$ cat config.mk
export PLATFORM = sky130hd
export DESIGN_NAME = clk_ratio_sequencer
export DESIGN_NICKNAME = d
export VERILOG_FILES = /design/src/rtl/ratio_pkg.sv /design/src/rtl/ratio_refresh_calc.sv /design/src/rtl/ratio_wait_timer.sv /design/src/rtl/clk_ratio_sequencer.sv
export SDC_FILE = /design/constraint.sdc
export NUM_CORES = 1
export LEC_CHECK = 0
export ABC_AREA = 0
export BUFFER_PORTS_ARGS = -buffer_cell sky130_fd_sc_hd__buf_4
export CORE_MARGIN = 5
export CORE_UTILIZATION = 54
export DETAILED_ROUTE_END_ITERATION = 12
export PLACE_DENSITY = 0.89
export SKIP_CTS_REPAIR_TIMING = 1
export SLEW_MARGIN = 20
export SYNTH_ARGS = -nofsm -noshare
export SYNTH_HDL_FRONTEND = slang
export SYNTH_SLANG_ARGS = --single-unit
$ cat constraint.sdc
create_clock -name clk -period 4.5 [get_ports clk]
set_clock_uncertainty 0.05 [all_clocks]
set_input_delay 0.225 -clock clk [delete_from_list [all_inputs] [get_ports clk]]
set_output_delay 0.225 -clock clk [all_outputs]
set_load 0.02 [all_outputs]
$ cat src/rtl/ratio_pkg.sv
package ratio_pkg;
  localparam int NUM_RATIOS = 5;

  typedef logic [2:0] mode_t;

  typedef enum logic [3:0] {
    ST_IDLE, ST_PLAN, ST_SR_CLR, ST_MODE, ST_PLL,
    ST_REF, ST_DRAIN, ST_SR_SET, ST_DONE
  } seq_st_t;

  typedef enum logic [1:0] {HOP_DN1, HOP_UP1, HOP_UP, HOP_DN} hop_t;

  function automatic mode_t idx_to_mode(input logic [2:0] i);
    case (i)
      3'd0:    return 3'b000;
      3'd1:    return 3'b001;
      3'd2:    return 3'b011;
      3'd3:    return 3'b010;
      3'd4:    return 3'b100;
      default: return 3'b000;
    endcase
  endfunction

  function automatic logic [3:0] idx_to_div(input logic [2:0] i);
    case (i)
      3'd0:    return 4'd1;
      3'd1:    return 4'd2;
      3'd2:    return 4'd4;
      3'd3:    return 4'd6;
      3'd4:    return 4'd8;
      default: return 4'd1;
    endcase
  endfunction

  function automatic logic [2:0] mode_to_idx(input mode_t m);
    case (m)
      3'b000:  return 3'd0;
      3'b001:  return 3'd1;
      3'b011:  return 3'd2;
      3'b010:  return 3'd3;
      3'b100:  return 3'd4;
      default: return 3'd7;
    endcase
  endfunction

  function automatic int unsigned refresh_count(input longint unsigned hz,
                                                input int unsigned div);
    return 32'((hz * 64'd7800) / (64'd64 * 64'(div) * 64'd1000000000));
  endfunction
endpackage

$ cat src/rtl/ratio_refresh_calc.sv
module ratio_refresh_calc import ratio_pkg::*; #(
  parameter longint unsigned BASE_HZ = 400_000_000,
  parameter int CNT_W = 7
) (
  input  logic [2:0]       idx,
  output logic [CNT_W-1:0] count
);
  logic [CNT_W-1:0] tbl [8];

  for (genvar i = 0; i < 8; i++) begin : g_tbl
    localparam int unsigned VAL = refresh_count(BASE_HZ, 32'(idx_to_div(3'(i))));
    assign tbl[i] = VAL[CNT_W-1:0];
  end

  assign count = tbl[idx];
endmodule

$ cat src/rtl/ratio_wait_timer.sv
module ratio_wait_timer #(
  parameter int W = 18
) (
  input  logic         clk,
  input  logic         rst,
  input  logic         load,
  input  logic [W-1:0] load_val,
  output logic         expired
);
  logic [W-1:0] cnt_q;

  always_ff @(posedge clk) begin
    if (rst)               cnt_q <= '0;
    else if (load)         cnt_q <= load_val;
    else if (cnt_q != '0)  cnt_q <= cnt_q - 1'b1;
  end

  assign expired = (cnt_q == '0);
endmodule

$ cat src/rtl/clk_ratio_sequencer.sv
module clk_ratio_sequencer import ratio_pkg::*; #(
  parameter longint unsigned BASE_HZ = 400_000_000,
  parameter int MCW_W = 32,
  parameter logic [MCW_W-1:0] MCW_RESET = 32'h5A5E_0081,
  parameter int PLL_CYCLES = 16,
  parameter int MARGIN = 4
) (
  input  logic             clk,
  input  logic             rst,
  input  logic             start,
  input  logic [2:0]       target_idx,
  output logic             busy,
  output logic             done,
  output logic             err,
  output logic [2:0]       mode,
  output logic [MCW_W-1:0] mem_ctrl
);
  localparam int CNT_W   = 7;
  localparam int CNT_LSB = 8;
  localparam int SR_BIT  = 16;
  localparam int TW      = CNT_W + 1 + 4 + 6;
  localparam logic [2:0] MAX_IDX = 3'(NUM_RATIOS - 1);
  localparam logic [MCW_W-1:0] CNT_MASK  = MCW_W'({CNT_W{1'b1}}) << CNT_LSB;
  localparam logic [MCW_W-1:0] SR_MASK   = MCW_W'(1) << SR_BIT;
  localparam logic [MCW_W-1:0] KEEP_MASK = ~(CNT_MASK | SR_MASK);
  localparam logic [CNT_W-1:0] RST_CNT   = CNT_W'(refresh_count(BASE_HZ, 1));
  localparam logic [MCW_W-1:0] RST_WORD  =
    (MCW_RESET & KEEP_MASK) | (MCW_W'(RST_CNT) << CNT_LSB);

  seq_st_t          state;
  hop_t             hop, plan_hop;
  logic [2:0]       tgt_idx, hop_idx, plan_idx, cur_idx;
  logic [3:0]       from_div;
  mode_t            mode_q;
  logic [MCW_W-1:0] mcw_q;
  logic             err_q;
  logic [CNT_W-1:0] new_cnt, old_cnt;
  logic [TW-1:0]    drain_len, tmr_val;
  logic             need_drain, tmr_load, tmr_expired, bridge;
  seq_st_t          after_ref;

  ratio_refresh_calc #(.BASE_HZ(BASE_HZ), .CNT_W(CNT_W)) u_calc (
    .idx(hop_idx), .count(new_cnt)
  );

  ratio_wait_timer #(.W(TW)) u_timer (
    .clk(clk), .rst(rst), .load(tmr_load), .load_val(tmr_val),
    .expired(tmr_expired)
  );

  assign cur_idx = mode_to_idx(mode_q);
  assign old_cnt = mcw_q[CNT_LSB +: CNT_W];

  // Route between ratio 1 and anything slower than ratio 2 through ratio 2
  always_comb begin
    bridge   = (cur_idx == 3'd0 && tgt_idx > 3'd1) ||
               (cur_idx > 3'd1 && tgt_idx == 3'd0);
    plan_idx = bridge ? 3'd1 : tgt_idx;
    if (cur_idx == 3'd1 && plan_idx == 3'd0)      plan_hop = HOP_DN1;
    else if (cur_idx == 3'd0 && plan_idx == 3'd1) plan_hop = HOP_UP1;
    else if (plan_idx > cur_idx)                  plan_hop = HOP_UP;
    else                                          plan_hop = HOP_DN;
  end

  assign need_drain = (hop == HOP_UP1 || hop == HOP_DN) && !mcw_q[SR_BIT];
  assign drain_len  = (TW'(new_cnt) + TW'(old_cnt)) * TW'(from_div) * TW'(64)
                      + TW'(MARGIN);
  assign tmr_load   = (state == ST_MODE) || (state == ST_REF && need_drain);
  assign tmr_val    = (state == ST_MODE) ? TW'(PLL_CYCLES) : drain_len;
  assign after_ref  = (hop == HOP_UP1 || hop == HOP_UP) ? ST_MODE : ST_PLAN;

  always_ff @(posedge clk) begin
    if (rst) begin
      state    <= ST_IDLE;
      hop      <= HOP_UP;
      tgt_idx  <= '0;
      hop_idx  <= '0;
      from_div <= 4'd1;
      mode_q   <= 3'b000;
      mcw_q    <= RST_WORD;
      err_q    <= 1'b0;
    end else begin
      err_q <= 1'b0;
      case (state)
        ST_IDLE: if (start) begin
          if (target_idx > MAX_IDX) err_q <= 1'b1;
          else begin
            tgt_idx <= target_idx;
            state   <= ST_PLAN;
          end
        end
        ST_PLAN: begin
          if (cur_idx == tgt_idx) state <= ST_DONE;
          else begin
            hop      <= plan_hop;
            hop_idx  <= plan_idx;
            from_div <= idx_to_div(cur_idx);
            case (plan_hop)
              HOP_DN1: state <= ST_SR_CLR;
              HOP_DN:  state <= ST_MODE;
              default: state <= ST_REF;
            endcase
          end
        end
        ST_SR_CLR: begin
          mcw_q[SR_BIT] <= 1'b0;
          state         <= ST_MODE;
        end
        ST_MODE: begin
          mode_q <= idx_to_mode(hop_idx);
          state  <= ST_PLL;
        end
        ST_PLL: if (tmr_expired) begin
          case (hop)
            HOP_UP1: state <= ST_SR_SET;
            HOP_UP:  state <= ST_PLAN;
            default: state <= ST_REF;
          endcase
        end
        ST_REF: begin
          mcw_q[CNT_LSB +: CNT_W] <= new_cnt;
          state <= need_drain ? ST_DRAIN : after_ref;
        end
        ST_DRAIN: if (tmr_expired) state <= after_ref;
        ST_SR_SET: begin
          mcw_q[SR_BIT] <= 1'b1;
          state         <= ST_PLAN;
        end
        ST_DONE: state <= ST_IDLE;
        default: state <= ST_IDLE;
      endcase
    end
  end

  assign busy     = (state != ST_IDLE);
  assign done     = (state == ST_DONE);
  assign err      = err_q;
  assign mode     = mode_q;
  assign mem_ctrl = mcw_q;

  assert_mode_legal_R1: assert property (@(posedge clk) disable iff (rst)
    mode_to_idx(mode_q) != 3'd7);
  assert_keep_bits_R2: assert property (@(posedge clk) disable iff (rst)
    $stable(mcw_q & KEEP_MASK));
  assert_pll_hold_R7: assert property (@(posedge clk) disable iff (rst)
    (state == ST_PLL && !tmr_expired) |=> ($stable(mode_q) && $stable(mcw_q)));
  assert_drain_sr_clear_R8: assert property (@(posedge clk) disable iff (rst)
    (state == ST_DRAIN) |-> !mcw_q[SR_BIT]);
  assert_done_pulse_R10: assert property (@(posedge clk) disable iff (rst)
    done |=> !done);
  assert_bad_idx_R11: assert property (@(posedge clk) disable iff (rst)
    (state == ST_IDLE && start && target_idx > MAX_IDX)
      |=> (err && $stable(mode_q) && $stable(mcw_q)));
endmodule

==> impl_metrics.ini, run 1 <==
[place]
hpwl_um = 6150
routabilityCongestion = 0.990
pre_cts_slack_ns = 0.0747
port_buffers = 17
place_area_um2 = 3690

[worst_setup_path]
worstSetupEndpointType = register
path_buf_inv = 3
cp_data_arrival_time_ns = 4.43
start_kind = register
cpPeakStageDelay_ns = 0.52
cp_cell_sequence = nor2b_2, nor2_2, nor2_1, buf_4, fa_2, a21oi_2, nor2_1, nor2_2, xnor2_2, and2_1, fa_1, inv_1, fa_1, inv_1, ha_4, o21ai_1, a21oi_1, o31ai_1, mux2i_1, a21oi_1
crit_path_max_fanout = 5
setup.worst_path.class = register to register
slowest_stage = fa_1
path_delay_family = adder cells
crit_required_ns = 4.66

[layout]
area_growth_pct = 6.51
nets = 507
drive_above_1_share_pct = 11.8
diodes = 0
fill_cells = 570
stdcell_area_um2 = 3870

[global_route]
grt_usage_pct = 19.4
grt_max_degree = 36
grt_pass1_wl_um = 13700
gr-total-overflow = 0
grt_pass1_vias = 2984
antenna_found_initial = 0

[floorplanning]
dieArea_um2 = 8470
num_rows = 29
die_w_um = 92.0
die_y_um = 92.0
ios = 44
core_um2 = 6460
start_util_pct = 56.3

[synth]
synthAdderAreaFrac_pct = 14.3
yosysWarnings = 0
synth_edf_count = 0
ys_seq_elements = 44
async_reset_ff_share_pct = 0
yosys-top-cells-count = nor2_1 (46), dfxtp_1 (44), a21oi_1 (39)
ys_types = 61
yosys.area.top_type_share_pct = 24.2
avgSynthCellArea_um2 = 7.92
postSynthCellCount = 459
synth_xor_area_share_pct = 3.62
synth.most_common_cell = nor2_1
synthSimpleGateAreaFrac_pct = 26.5
synthMuxAreaShare_pct = 1.65
synth_top_family_by_area = simple AND/OR/NAND/NOR gates
netlist_area_um2 = 3630
yosysTopAreaCell = dfxtp_1
yosysSeqAreaShare_pct = 24.2
synth_ff_type = dfxtp_1
synth.area.top_cells = dfxtp_1 (24%), ha_1 (9.3%), a21oi_1 (5.4%)
synth_compound_area_share_pct = 19.6

[sta]
setup_viol = 0
hold_viol_final = 0
slew_violations = 0
rsz0062_at_grt = false
slew_headroom_pct = 42.5
fin_ws_ns = 0.227
worstMarginPinSlew_ns = 0.859
tns_ns = 0
timing.final.crit_share_pct = 94.9
fmax_mhz = 234
finalCriticalPeriod_ns = 4.27

[clocking]
cts_tree = built
cts_buffers = 5
clock_path_buffers = 2
clkSinkCount = 44
clkTransAtPathRegs_ns = 0.09
cts_root_buf = clkbuf_8
clk_latency_ns = 0.31
cts.htree.levels = 2

[power]
cellLeakagePower_nw = 1.70
p_per_area_nw_per_um2 = 423
ir_drop_mv = 0.281

[drt]
vias = 3362
wl_per_cell_um = 15.7
dr.pass1.iters = 6
ant_nets = 0
vias_per_cell = 6.19
dr.first_iter.drc_count = 351
wirelength_um = 8520
drc = 0

[min_path]
hp-class = input port to register

[status]
status = finished, final reports clean

[job]
cap_violations = 0
-- worst paths after layout --
| check | start | to | slack (ns) | depth (start not counted) |
|---|---|---|---|---|
| max | hop_idx[1]$_SDFFE_PP0P_ | u_timer.cnt_q[15]$_SDFFE_PP0P_ | 0.23 | 20 |
| min | start | err$_SDFF_PP0_ | 0.11 | 3 |
| max reg2reg | hop_idx[1]$_SDFFE_PP0P_ | u_timer.cnt_q[15]$_SDFFE_PP0P_ | 0.23 | 20 |
| min reg2reg | u_timer.cnt_q[7]$_SDFFE_PP0P_ | u_timer.cnt_q[7]$_SDFFE_PP0P_ | 0.43 | 2 |
-- per-stage QoR --
step                      util, %  hold WS [ns]  std cells  power [mW]
after floorplan                 -         0.293        483        1.19
after global placement       57.2         0.404        535        1.28
after detailed placement     57.2         0.416        535        1.31
after CTS                    58.9         0.107        543        1.62
after global routing         59.9         0.114        543        1.74
final                        59.9         0.112        543        1.64
-- cells by family (layout without fill, tap and decap cells) --
| family | after synthesis | after routing |
|---|---|---|
| other | 2 | 26 |
| muxes | 6 | 6 |
| buffers and inverters | 67 | 50 |
| xor gates and xnor gates | 15 | 15 |
| AOI/OAI and AO/OA | 109 | 109 |
| DFF | 44 | 44 |
| adders and majority gates | 36 | 36 |
| and+or+nand+nor | 180 | 180 |
-- sequential cells by signal, summed over array words and instances (netlist names) --
name	count
u_timer.cnt_q	18
tgt_idx	3
from_div	4
mode	3
hop	2
err	1
state	4
mem_ctrl	6
hop_idx	3
-- final cells by class --
type	count	area, um2	share of cell area, %
Clock buffer	6	72.6	1.88
Clock inverter	2	35.0	0.905
Inverter	21	78.8	2.04
Multi-Input combinational cell	372	2550	65.8
Sequential cell	44	883	22.8
Tap cell	77	96.3	2.49
Timing Repair Buffer	21	158	4.07
-- power by group --
part | switching [mW] | internal [mW]
logic | 0.433 | 0.318
registers | 0.110 | 0.472
clock network | 0.137 | 0.165
total | 0.680 | 0.955
-- per-layer routing --
metal	GRT usage, %	wire length, um	up-vias
li1	-	-	1595
met1	26.2	3630	1575
met2	31.4	4000	174
met3	3.85	742	18
met4	5.82	148	0
met5	0	0	-
-- worst reg2reg max path, delay by kind of cell, from the launching register on --
kind	cells	cell delay (ns)
multiplexers	1	0.28
XOR/XNOR	1	0.09
flip-flops	1	0.35
AO/OA/AOI/OAI	5	0.74
AND/OR/NAND/NOR	6	0.77
adder cells (fa/ha/maj)	4	1.62
buffers and inverters	3	0.26
-- layout by cell type (no fill, tap or decap), types with 5 or more instances in the layout --
master    instances
clkbuf_8          5
nand3_1          14
nand4_1           5
nor2_1           44
dfxtp_1          42
xor2_1            7
and3_1            5
xnor2_1           6
or3_1             7
mux2i_1           6
o21ai_0          12
buf_4            21
o31a_1            5
and2_1           16
nor3_1           16
inv_1            21
nand2_1          35
nor4_1            6
a21oi_1          37
a21o_1            7
a211oi_1          9
fa_1              8
conb_1           26
ha_1             26
(Power assumes the default switching activity.)
==> inputs of run 2 (changes only) <==
Settings changed: PLACE_DENSITY 0.89 to 0.86.
Clock period 4.5 ns to 5.28 ns, I/O delays scaled along.
==> run 2 against run 1 <==
  * Routed wire length down 4.1%
  * Sequential cell count unchanged
  * Critical path depth down 2
  * Register-to-register slack improved by 0.48 ns
  * Non-clock buffer count decreased by 2
  * Cell area is 2.1% lower
  * Setup slack better by 0.48 ns
  * Total power decreased by 14%
  * Critical endpoint unchanged
==> impl_metrics.ini, run 2 (same netlist as run 1, synthesis figures left out) <==
[place]
place_area_um2 = 3680
hpwl_um = 6150
dp.cells = 533
port_buffers = 17
routabilityCongestion = 0.914

[layout]
mostFrequentLayoutCell = nor2_1
stdcell_area_um2 = 3790
multiInputGateArea_um2 = 2480
largest_register_ffs = 18
drive_above_1_share_pct = 8.41
nets = 505
mostFrequentLayoutCells = nor2_1 (46), dfxtp_1 (44), a21oi_1 (39), nand2_1 (35), ha_1 (27)
register_area_um2 = 881
area_growth_pct = 4.24
fin_util_pct = 58.6
largest-register = u_timer.cnt_q
stdcell_count = 541
diodes = 0
fill_cells = 572

[worst_setup_path]
path_delay_family = adder cells
crit_path_max_fanout = 7
cp_data_arrival_time_ns = 4.73
r2r-start = hop_idx[2]$_SDFFE_PP0P_
path_common_cell = a21oi_1
start_kind = register
reg2reg_depth = 18
path_buf_inv = 2
r2r_slack_ns = 0.71
cpPeakStageDelay_ns = 0.53
crit_required_ns = 5.43
slowest_stage = fa_1
setup.worst_path.class = register to register
rr_endpoint = u_timer.cnt_q[15]$_SDFFE_PP0P_
worstSetupEndpointType = register
cp_cell_sequence = nor3b_1, nor2_1, nor2_1, ha_1, a21o_1, a21oi_1, xnor2_1, and2_1, fa_1, inv_1, fa_1, inv_1, ha_1, o21ai_0, a21oi_1, o31ai_1, mux2i_1, a21oi_1
cp.depth = 18

[clocking]
clock_path_buffers = 2
clk_latency_ns = 0.31
clkTransAtPathRegs_ns = 0.09
cts_tree = built
cts_root_buf = clkbuf_8
cts_buffers = 5
cts.htree.levels = 2
clkSinkCount = 44

[global_route]
antenna_found_initial = 0
grt_max_degree = 36
grt_pass1_vias = 2997
grt_pass1_wl_um = 13400
grt_usage_pct = 18.9
gr-total-overflow = 0

[drt]
ant_nets = 0
vias = 3301
dr.pass1.iters = 4
drc = 0
dr.first_iter.drc_count = 228
wl_per_cell_um = 15.1
vias_per_cell = 6.10
wirelength_um = 8170

[sta]
worstMarginPinSlew_ns = 0.867
fmax_mhz = 219
slew_headroom_pct = 42.0
hold_viol_final = 0
slew_violations = 0
rsz0062_at_grt = false
timing.final.crit_share_pct = 86.6
setup_viol = 0
finalCriticalPeriod_ns = 4.57
tns_ns = 0

[power]
cellLeakagePower_nw = 1.66
ir_drop_mv = 0.186
p_per_area_nw_per_um2 = 369

[min_path]
min_delay_path_depth = 3
hold_path_startpoint = target_idx[0]
whs_endpoint = tgt_idx[0]$_SDFFE_PP0P_
hp-class = input port to register

[floorplanning]
die_y_um = 92.0
ios = 44
start_util_pct = 56.3
die_w_um = 92.0
core_um2 = 6460
num_rows = 29
dieArea_um2 = 8470

[job]
cap_violations = 0

[status]
status = finished, final reports clean
==> run 2: power breakdown <==
part           internal (mW)  switching [mW]
sequential             0.402          0.0941
clock                  0.141           0.128
combinational          0.270           0.364
total                  0.812           0.586
==> run 2: worst max-delay path by stage <==
stage | start | to | slack (ns)
after detailed placement | hop_idx[2]$_SDFFE_PP0P_ | u_timer.cnt_q[15]$_SDFFE_PP0P_ | 0.74
after global routing | hop_idx[2]$_SDFFE_PP0P_ | u_timer.cnt_q[15]$_SDFFE_PP0P_ | 0.32
final | hop_idx[2]$_SDFFE_PP0P_ | u_timer.cnt_q[15]$_SDFFE_PP0P_ | 0.71
after floorplan | hop_idx[2]$_SDFFE_PP0P_ | u_timer.cnt_q[16]$_SDFFE_PP0P_ | 0.89
after global placement | hop_idx[2]$_SDFFE_PP0P_ | u_timer.cnt_q[15]$_SDFFE_PP0P_ | 0.92
after CTS | hop_idx[2]$_SDFFE_PP0P_ | u_timer.cnt_q[15]$_SDFFE_PP0P_ | 0.72
==> run 2: cell type report <==
class                           instances  area share, %
Inverter                               21           2.08
Multi-Input combinational cell        372           65.5
Clock buffer                            6           1.92
Clock inverter                          2          0.925
Tap cell                               77           2.54
Sequential cell                        44           23.3
Timing Repair Buffer                   19           3.77
==> run 2: stage by stage <==
step | total power, mW | worst slack, ns | hold slack (ns)
after global routing | 1.48 | 0.324 | 0.153
after CTS | 1.38 | 0.716 | 0.138
final | 1.40 | 0.707 | 0.137
after floorplan | 1.01 | 0.895 | 0.332
after detailed placement | 1.12 | 0.741 | 0.424
after global placement | 1.09 | 0.922 | 0.409
==> run 2: worst reg2reg max path: cells and delay by family, from the launching register on <==
| kind | cells | cell delay (ns) |
|---|---|---|
| flops | 1 | 0.45 |
| simple gates | 4 | 0.80 |
| xor+xnor | 1 | 0.14 |
| fa+ha+maj | 4 | 1.65 |
| buf+inv | 2 | 0.10 |
| compound gates | 6 | 1.04 |
| mux | 1 | 0.24 |
==> run 2: metal layers <==
metal  global-route usage [%]  share of wire, %  up-vias
li1                         -                 -     1587
met1                     24.8                45     1563
met2                     31.6                47      127
met3                     2.78               5.6       24
met4                     6.68               2.2        0
met5                        0                 0        -
